$ cat src/rtl/aam_pkg.sv
package aam_pkg;
  typedef enum logic [1:0] {
    MSG_QRY  = 2'd0,
    MSG_RSV  = 2'd1,
    MSG_CMD  = 2'd2,
    MSG_FREE = 2'd3
  } msg_kind_e;
endpackage

$ cat src/rtl/aam_pick.sv
module aam_pick #(
  parameter int N = 4,
  localparam int IW = (N > 1) ? $clog2(N) : 1
) (
  input  logic [N-1:0]  req,
  output logic [N-1:0]  onehot,
  output logic [IW-1:0] idx,
  output logic          any
);
  // lowest set bit wins
  always_comb begin
    onehot = '0;
    idx    = '0;
    any    = 1'b0;
    for (int i = N - 1; i >= 0; i--) begin
      if (req[i]) begin
        onehot    = '0;
        onehot[i] = 1'b1;
        idx       = IW'(i);
        any       = 1'b1;
      end
    end
  end
endmodule

$ cat src/rtl/aam_rsvq.sv
module aam_rsvq #(
  parameter int DEPTH = 4,
  parameter int CW    = 2,
  parameter int TW    = 2,
  localparam int PW   = $clog2(DEPTH),
  localparam int CNTW = $clog2(DEPTH + 1)
) (
  input  logic            clk,
  input  logic            rst_n,
  input  logic            push,
  input  logic [CW-1:0]   push_core,
  input  logic [TW-1:0]   push_type,
  input  logic            pop,
  output logic [CW-1:0]   head_core,
  output logic [TW-1:0]   head_type,
  output logic            empty,
  output logic            full,
  input  logic [TW-1:0]   qry_type,
  output logic [CNTW-1:0] qry_cnt
);
  logic [CW-1:0]   core_q [DEPTH];
  logic [TW-1:0]   type_q [DEPTH];
  logic [PW-1:0]   rd_q, rd_d, wr_q, wr_d;
  logic [CNTW-1:0] cnt_q, cnt_d;

  function automatic logic [PW-1:0] wrap_inc(input logic [PW-1:0] p);
    return (p == PW'(DEPTH - 1)) ? '0 : p + 1'b1;
  endfunction

  assign empty     = (cnt_q == '0);
  assign full      = (cnt_q == CNTW'(DEPTH));
  assign head_core = core_q[rd_q];
  assign head_type = type_q[rd_q];

  always_comb begin
    rd_d  = pop  ? wrap_inc(rd_q) : rd_q;
    wr_d  = push ? wrap_inc(wr_q) : wr_q;
    cnt_d = cnt_q + CNTW'(push) - CNTW'(pop);
  end

  // entries of the queried type that are waiting
  always_comb begin
    logic [PW-1:0] j;
    qry_cnt = '0;
    for (int k = 0; k < DEPTH; k++) begin
      j = PW'((int'(rd_q) + k) % DEPTH);
      if ((k < int'(cnt_q)) && (type_q[j] == qry_type))
        qry_cnt = qry_cnt + 1'b1;
    end
  end

  always_ff @(posedge clk or negedge rst_n) begin
    if (!rst_n) begin
      rd_q  <= '0;
      wr_q  <= '0;
      cnt_q <= '0;
    end else begin
      rd_q  <= rd_d;
      wr_q  <= wr_d;
      cnt_q <= cnt_d;
    end
  end

  always_ff @(posedge clk) begin
    if (push) begin
      core_q[wr_q] <= push_core;
      type_q[wr_q] <= push_type;
    end
  end


  no_overflow_chk: assert property (@(posedge clk) disable iff (!rst_n) push |-> !full);

  no_underflow_chk: assert property (@(posedge clk) disable iff (!rst_n) pop |-> !empty);
endmodule

$ cat src/rtl/aam_pool.sv
module aam_pool #(
  parameter int NACC = 4,
  parameter int CW   = 2
) (
  input  logic                      clk,
  input  logic                      rst_n,
  input  logic [NACC-1:0]           set_vec,
  input  logic [CW-1:0]             set_core,
  input  logic [NACC-1:0]           clr_vec,
  output logic [NACC-1:0]           busy,
  output logic [NACC-1:0][CW-1:0]   owner
);
  logic [NACC-1:0]         busy_d;
  logic [NACC-1:0][CW-1:0] owner_d;

  always_comb begin
    busy_d  = busy;
    owner_d = owner;
    for (int i = 0; i < NACC; i++) begin
      if (clr_vec[i]) busy_d[i] = 1'b0;
      if (set_vec[i]) begin
        busy_d[i]  = 1'b1;
        owner_d[i] = set_core;
      end
    end
  end

  always_ff @(posedge clk or negedge rst_n) begin
    if (!rst_n) begin
      busy  <= '0;
      owner <= '0;
    end else begin
      busy  <= busy_d;
      owner <= owner_d;
    end
  end


  set_clr_split_chk: assert property (@(posedge clk) disable iff (!rst_n) (set_vec & clr_vec) == '0);

  regrant_chk: assert property (@(posedge clk) disable iff (!rst_n) (set_vec & busy) == '0);
endmodule

$ cat src/rtl/accel_alloc_mgr.sv
module accel_alloc_mgr import aam_pkg::*; #(
  parameter int NCORE    = 4,
  parameter int NACC     = 4,
  parameter int NTYPE    = 4,
  parameter int QDEPTH   = 4,
  parameter int FUNC_W   = 4,
  parameter int ADDR_W   = 16,
  parameter int TASK_CYC = 16,
  parameter int WAIT_W   = 8,
  parameter logic [NACC*$clog2(NTYPE)-1:0] TYPE_MAP = 8'b10_01_00_00,
  localparam int CW   = $clog2(NCORE),
  localparam int AW   = $clog2(NACC),
  localparam int TW   = $clog2(NTYPE),
  localparam int CNTW = $clog2(QDEPTH + 1)
) (
  input  logic                     clk,
  input  logic                     rst_n,
  input  logic [NCORE-1:0]         in_valid,
  input  logic [2*NCORE-1:0]       in_kind,
  input  logic [TW*NCORE-1:0]      in_type,
  input  logic [AW*NCORE-1:0]      in_acc,
  input  logic [FUNC_W*NCORE-1:0]  in_func,
  input  logic [ADDR_W*NCORE-1:0]  in_addr,
  output logic [NCORE-1:0]         in_accept,
  output logic                     rsp_valid,
  output logic [CW-1:0]            rsp_core,
  output logic [NACC-1:0]          rsp_cand,
  output logic [WAIT_W-1:0]        rsp_wait,
  output logic                     gnt_valid,
  output logic [CW-1:0]            gnt_core,
  output logic [AW-1:0]            gnt_acc,
  output logic [NACC-1:0]          acc_start,
  output logic [FUNC_W-1:0]        acc_func,
  output logic [ADDR_W-1:0]        acc_addr,
  input  logic [NACC-1:0]          acc_done,
  output logic [NCORE-1:0]         note_done,
  output logic                     err
);
  // reset: asserted at once, released after two clocks
  logic [1:0] rsync_q;
  logic       rst_q;
  always_ff @(posedge clk or negedge rst_n) begin
    if (!rst_n) rsync_q <= '0;
    else        rsync_q <= {rsync_q[0], 1'b1};
  end
  assign rst_q = rsync_q[1];

  logic [NCORE-1:0][1:0]        kind_c;
  logic [NCORE-1:0][TW-1:0]     type_c;
  logic [NCORE-1:0][AW-1:0]     acc_c;
  logic [NCORE-1:0][FUNC_W-1:0] func_c;
  logic [NCORE-1:0][ADDR_W-1:0] addr_c;
  logic [NCORE-1:0]             elig;
  logic                         q_full, q_empty;

  generate
    for (genvar c = 0; c < NCORE; c++) begin : g_core
      assign kind_c[c] = in_kind[c*2 +: 2];
      assign type_c[c] = in_type[c*TW +: TW];
      assign acc_c[c]  = in_acc[c*AW +: AW];
      assign func_c[c] = in_func[c*FUNC_W +: FUNC_W];
      assign addr_c[c] = in_addr[c*ADDR_W +: ADDR_W];
      assign elig[c]   = in_valid[c] && !((kind_c[c] == MSG_RSV) && q_full);
    end
  endgenerate

  logic [CW-1:0] sel_c;
  logic          sel_any;
  aam_pick #(.N(NCORE)) u_core_pick (
    .req(elig), .onehot(in_accept), .idx(sel_c), .any(sel_any)
  );

  msg_kind_e         sel_kind;
  logic [TW-1:0]     sel_type;
  logic [AW-1:0]     sel_acc;
  logic [FUNC_W-1:0] sel_func;
  logic [ADDR_W-1:0] sel_addr;
  assign sel_kind = msg_kind_e'(kind_c[sel_c]);
  assign sel_type = type_c[sel_c];
  assign sel_acc  = acc_c[sel_c];
  assign sel_func = func_c[sel_c];
  assign sel_addr = addr_c[sel_c];

  logic [NACC-1:0]         busy;
  logic [NACC-1:0][CW-1:0] owner;
  logic [CW-1:0]           head_core;
  logic [TW-1:0]           head_type;
  logic [CNTW-1:0]         qry_cnt;

  logic [NACC-1:0] free_match, cand, fr_onehot, clr_vec;
  logic [AW-1:0]   fr_idx;
  logic            grant_en;

  generate
    for (genvar i = 0; i < NACC; i++) begin : g_acc
      assign free_match[i] = !q_empty && !busy[i] && (TYPE_MAP[i*TW +: TW] == head_type);
      assign cand[i]       = (TYPE_MAP[i*TW +: TW] == sel_type);
    end
  endgenerate

  aam_pick #(.N(NACC)) u_acc_pick (
    .req(free_match), .onehot(fr_onehot), .idx(fr_idx), .any(grant_en)
  );

  logic own_ok, req_hit, push_rsv, cmd_ok, free_ok, bad_own;
  assign own_ok   = busy[sel_acc] && (owner[sel_acc] == sel_c);
  assign req_hit  = sel_any && (sel_kind == MSG_QRY);
  assign push_rsv = sel_any && (sel_kind == MSG_RSV);
  assign cmd_ok   = sel_any && (sel_kind == MSG_CMD) && own_ok;
  assign free_ok  = sel_any && (sel_kind == MSG_FREE) && own_ok;
  assign bad_own  = sel_any && ((sel_kind == MSG_CMD) || (sel_kind == MSG_FREE)) && !own_ok;
  assign clr_vec  = free_ok ? (NACC'(1) << sel_acc) : '0;

  aam_rsvq #(.DEPTH(QDEPTH), .CW(CW), .TW(TW)) u_rsvq (
    .clk(clk), .rst_n(rst_q),
    .push(push_rsv), .push_core(sel_c), .push_type(sel_type),
    .pop(grant_en), .head_core(head_core), .head_type(head_type),
    .empty(q_empty), .full(q_full),
    .qry_type(sel_type), .qry_cnt(qry_cnt)
  );

  aam_pool #(.NACC(NACC), .CW(CW)) u_pool (
    .clk(clk), .rst_n(rst_q),
    .set_vec(fr_onehot), .set_core(head_core), .clr_vec(clr_vec),
    .busy(busy), .owner(owner)
  );

  // next-state of the registered outputs
  logic [WAIT_W-1:0] wait_d;
  logic [NACC-1:0]   start_d;
  logic [NCORE-1:0]  note_d;
  always_comb begin
    wait_d  = WAIT_W'(int'(qry_cnt) * TASK_CYC);
    start_d = cmd_ok ? (NACC'(1) << sel_acc) : '0;
    note_d  = '0;
    for (int i = 0; i < NACC; i++)
      if (acc_done[i] && busy[i]) note_d[owner[i]] = 1'b1;
  end

  always_ff @(posedge clk or negedge rst_q) begin
    if (!rst_q) begin
      rsp_valid <= 1'b0;
      rsp_core  <= '0;
      rsp_cand  <= '0;
      rsp_wait  <= '0;
      gnt_valid <= 1'b0;
      gnt_core  <= '0;
      gnt_acc   <= '0;
      acc_start <= '0;
      acc_func  <= '0;
      acc_addr  <= '0;
      note_done <= '0;
      err       <= 1'b0;
    end else begin
      rsp_valid <= req_hit;
      if (req_hit) begin
        rsp_core <= sel_c;
        rsp_cand <= cand;
        rsp_wait <= wait_d;
      end
      gnt_valid <= grant_en;
      if (grant_en) begin
        gnt_core <= head_core;
        gnt_acc  <= fr_idx;
      end
      acc_start <= start_d;
      if (cmd_ok) begin
        acc_func <= sel_func;
        acc_addr <= sel_addr;
      end
      note_done <= note_d;
      err       <= bad_own;
    end
  end


  accept_onehot_chk: assert property (@(posedge clk) disable iff (!rst_q) $onehot0(in_accept));

  rsp_cause_chk: assert property (@(posedge clk) disable iff (!rst_q)
    rsp_valid |-> $past(sel_any && (sel_kind == MSG_QRY)));

  start_owned_chk: assert property (@(posedge clk) disable iff (!rst_q)
    (acc_start != '0) |-> ($onehot(acc_start) && ((acc_start & busy) == acc_start)));

  err_cause_chk: assert property (@(posedge clk) disable iff (!rst_q)
    err |-> $past(sel_any && ((sel_kind == MSG_CMD) || (sel_kind == MSG_FREE))));

  note_cause_chk: assert property (@(posedge clk) disable iff (!rst_q)
    (note_done != '0) |-> $past(acc_done != '0));
endmodule

$ cat config.mk
export PLATFORM = sky130hd
export DESIGN_NAME = accel_alloc_mgr
export DESIGN_NICKNAME = d
export VERILOG_FILES = /design/src/rtl/aam_pkg.sv /design/src/rtl/aam_pick.sv /design/src/rtl/aam_rsvq.sv /design/src/rtl/aam_pool.sv /design/src/rtl/accel_alloc_mgr.sv
export SDC_FILE = /design/constraint.sdc
export NUM_CORES = 1
export LEC_CHECK = 0
export ABC_AREA = 1
export BUFFER_PORTS_ARGS = -buffer_cell sky130_fd_sc_hd__buf_4
export CORE_UTILIZATION = 50
export DETAILED_ROUTE_END_ITERATION = 6
export PLACE_DENSITY = 0.79
export REMOVE_ABC_BUFFERS = 1
export SETUP_SLACK_MARGIN = 0.05
export SYNTH_ARGS = -nofsm -noshare
export SYNTH_HDL_FRONTEND = slang
export SYNTH_SLANG_ARGS = --single-unit
$ cat constraint.sdc
create_clock -name clk -period 4.4 [get_ports clk]
set_clock_uncertainty 0.1 [all_clocks]
set_input_delay 0.22 -clock clk [delete_from_list [all_inputs] [get_ports clk]]
set_output_delay 0.22 -clock clk [all_outputs]
set_load 0.01 [all_outputs]
==> out/qor.txt <==
Final hold viol count - 0
Synthesized area - 5030 sq um
Util after Layout - 66.1%
Area delta synth->final - 28.5%
RePlAce Congestion - 0.903
CTS resizes - 0
Logic pwr share - 50.7%
CTS tree - yes
Sum Neg Setup Slack - 0 ns
Psw - 1580 uW
Met1 Usage GRT - 30.0%
I/O pin count - 167
Clock root cell - clkbuf_8
Clk sinks - 80
Synth async-reset ratio - 80.0%
Synth area leaders - dfrtp_1 32%, nand2_1 15%, edfxtp_1 9.6%
DRC - 0
Startpoint types - flop
Synth cell types - 42
Vias in the first global route - 4,526
Core ar. - 9770 sq um
Worst-Margin Slew - 0.779 ns
Synth top area share - 31.9%
First-pass GRT wire length - 20,500 microns
Critical Path RT - 4.59 ns
Row count - 36
Leakage - 0.00334 uW
Top_reg_cell synth - dfrtp_1
WHS - 0.0754 ns
RSZ-0062 raised after global routing - false
Period minus WS final - 3.85 ns
Slew HR - 48.1%
HPWL after DPL - 9930 microns
WL final - 12,900 microns
PD cells - 560 nW/um^2
Worst Path Max Fanout - 26
Starting DRT DRC Count - 242
Dominant cell by count in the synthesized netlist - nand2_1
Routed WL per cell - 13.9 microns
Yosys reg bits - 80
Synth Area per Inst - 7.89 sq um
Clock latency on the worst-skew pair - 0.37 ns
Largest net degree at the start of global routing - 63
Crit path cell chain - nor2_4, nand2_2, nor2_2, nor2_4, nand2_4, nand2_4, inv_2, nand2_1, nand3_1, nand2_2, xor2_1, nor3_1, ha_1, inv_1, nand2_1, nand2_1, inv_1, ha_1, inv_1, o21ai_0, inv_1, a21oi_1
Critical-path top delay cell - dfrtp_1
Routed Antenna Nets - 0
GR peak layer - met2
Fin. max-slew vios - 0
Postcts setup bufs - 0
Status - completed
Yosys warnings - 0
GR Util All Layers - 25.8%
Nets - 916
Die area - 10,500 sq um
Met2 global-route usage - 44.9%
Crit share post-route - 87.4%
Internal - 2040 uW
Slowest Stage Delay on Critical Path - 0.46 ns
Sequential-to-total area share from yosys stat - 41.4%
CTS H-Tree Depth - 3
VDD IR max - 0.218 mV
Sequential share of power - 34.5%
Final setup violation count - 0
Drt pass-1 iters - 4
Synth top cells by count - 206 x nand2_1, 75 x inv_1, 64 x dfrtp_1
Initial antenna violation count - 0
Die H - 102 microns
Critical path arrival - 4.03 ns
Cells after Synth - 637
Vias per cell - 5.19
Switching share of total power - 43.7%
Initial core utilization - 51.4%
Clk buf depth - 2
Met3 GRT Util - 5.40%
Biggest area consumer among synthesized cells - dfrtp_1
Via count - 4,810
Clock power share - 14.8%
Ratio of cells with drive above 1 in the final layout - 29.7%
Num CTS Buffers - 9
Post-synth EDFFs - 16
Die width - 102 microns
Worst Setup End Kind - flop
Most common cell type on the critical path - inv_1
Antenna cell count - 0
Port buffer count - 161
Crit path kind - flop to flop
Max Cap Viol - 0
Min-Delay Path Class - primary input to async pin
CTS clk-pin slew, worst paths - 0.08 ns
Achievable Freq - 260 MHz
Total grt overflow - 0
## worst max-delay path, delay by kind of cell, from the launching register on
kind	cells	cell delay, ns
AOI/OAI and AO/OA	2	0.30
xor gates and xnor gates	1	0.21
adders and majority gates	2	0.59
buffers and inverters	5	0.57
DFF	1	0.46
and+or+nand+nor	12	1.52
## layout by cell type, fill, tap and decap left out, types with 2 or more instances in the layout
master and n:
nor2_2 3, conb_1 6, nor3_1 7, nor3_2 4, nand2_1 206, nand3_1 31
nand3_2 6, o21ai_2 20, ha_1 12, a32oi_1 2, inv_2 7, xnor2_1 2
o211ai_1 5, a21oi_1 27, o31ai_1 2, nand2_4 6, nor2_4 3, clkbuf_1 3
clkbuf_8 9, o311ai_0 4, clkinv_1 2, a31oi_1 4, xor2_1 5, a32o_1 20
nand2_2 6, buf_4 165, nor2_1 26, dfrtp_1 63, edfxtp_1 16, inv_1 75
o21ai_0 33
## flip-flops by register name, summed over array words and instances (netlist names)
signal         count
rsp_cand           3
acc_addr          16
rsync_q            2
u_rsvq.cnt_q       3
u_rsvq.type_q      8
gnt_core           2
u_rsvq.core_q      8
rsp_core           2
note_done          4
u_pool.busy        4
u_rsvq.rd_q        2
gnt_valid          1
rsp_wait           3
rsp_valid          1
u_pool.owner       8
acc_func           4
acc_start          4
gnt_acc            2
u_rsvq.wr_q        2
err                1
## metrics by stage
step,instances,power [uW],setup WS [ns],area (sq um)
floorplan,612,2410,0.737,4860
global placement,910,3010,0.750,6270
detailed placement,910,3090,0.593,6270
CTS,927,3630,0.565,6460
global route,927,3920,0.0811,6460
finish,927,3620,0.553,6460
## cell families (layout without fill, tap and decap cells)
| logic type | after synthesis | count (layout) | share of synthesized area [%] |
|---|---|---|---|
| AO/OA/AOI/OAI | 120 | 120 | 16.6 |
| XOR/XNOR | 7 | 7 | 1.22 |
| adder cells (fa/ha/maj) | 13 | 13 | 3.39 |
| buffers and inverters | 111 | 264 | 9.71 |
| flip-flops | 80 | 80 | 41.4 |
| other | 2 | 6 | 0.149 |
| AND/OR/NAND/NOR | 304 | 304 | 27.5 |
## final cells by class
type                    count  area (sq um)
well taps                 133           166
fillers                   820          3320
multi-input cells         450          2470
flip-flops and latches     80          2080
clock inverters             4          45.0
clock buffers              12           135
repair buffers            166          1250
inverters                  82           308
## power by group through the flow
stage / Sequential, uW / Clock, uW / Combinational [uW]
5_1_grt: 1280 / 569 / 2070
4_1_cts: 1240 / 540 / 1840
3_5_place_dp: 1250 / 0 / 1840
2_1_floorplan: 1280 / 0 / 1120
6_report: 1250 / 536 / 1830
3_3_place_gp: 1240 / 0 / 1760
## repair_timing
item / CTS / global route
setup endpoints to repair: 0 / 0
hold buffers: 1 / 0
endpoints found under the hold margin: 2 / 0
## final timing paths
kind,from,end,slack (ns),cells past startpoint
max,u_rsvq.cnt_q[1]$_DFF_PN0_,rsp_wait[5]$_DFFE_PN0P_,0.55,22
min,rst_n,rsync_q[1]$_DFF_PN0_,0.08,2
max reg2reg,u_rsvq.cnt_q[1]$_DFF_PN0_,rsp_wait[5]$_DFFE_PN0P_,0.55,22
min reg2reg,rsync_q[0]$_DFF_PN0_,rsync_q[1]$_DFF_PN0_,0.26,0
max in group asynchronous,rsync_q[1]$_DFF_PN0_,note_done[3]$_DFF_PN0_,3.36,1
min in group clk,acc_done[3],note_done[3]$_DFF_PN0_,0.12,3
## per-layer routing
metal | share of wire (%) | up-vias
li1 | - | 2383
met1 | 41 | 2218
met2 | 51 | 180
met3 | 5.6 | 29
met4 | 2.7 | 0
met5 | 0 | -
Note: power is estimated with default switching activity, not from simulation.
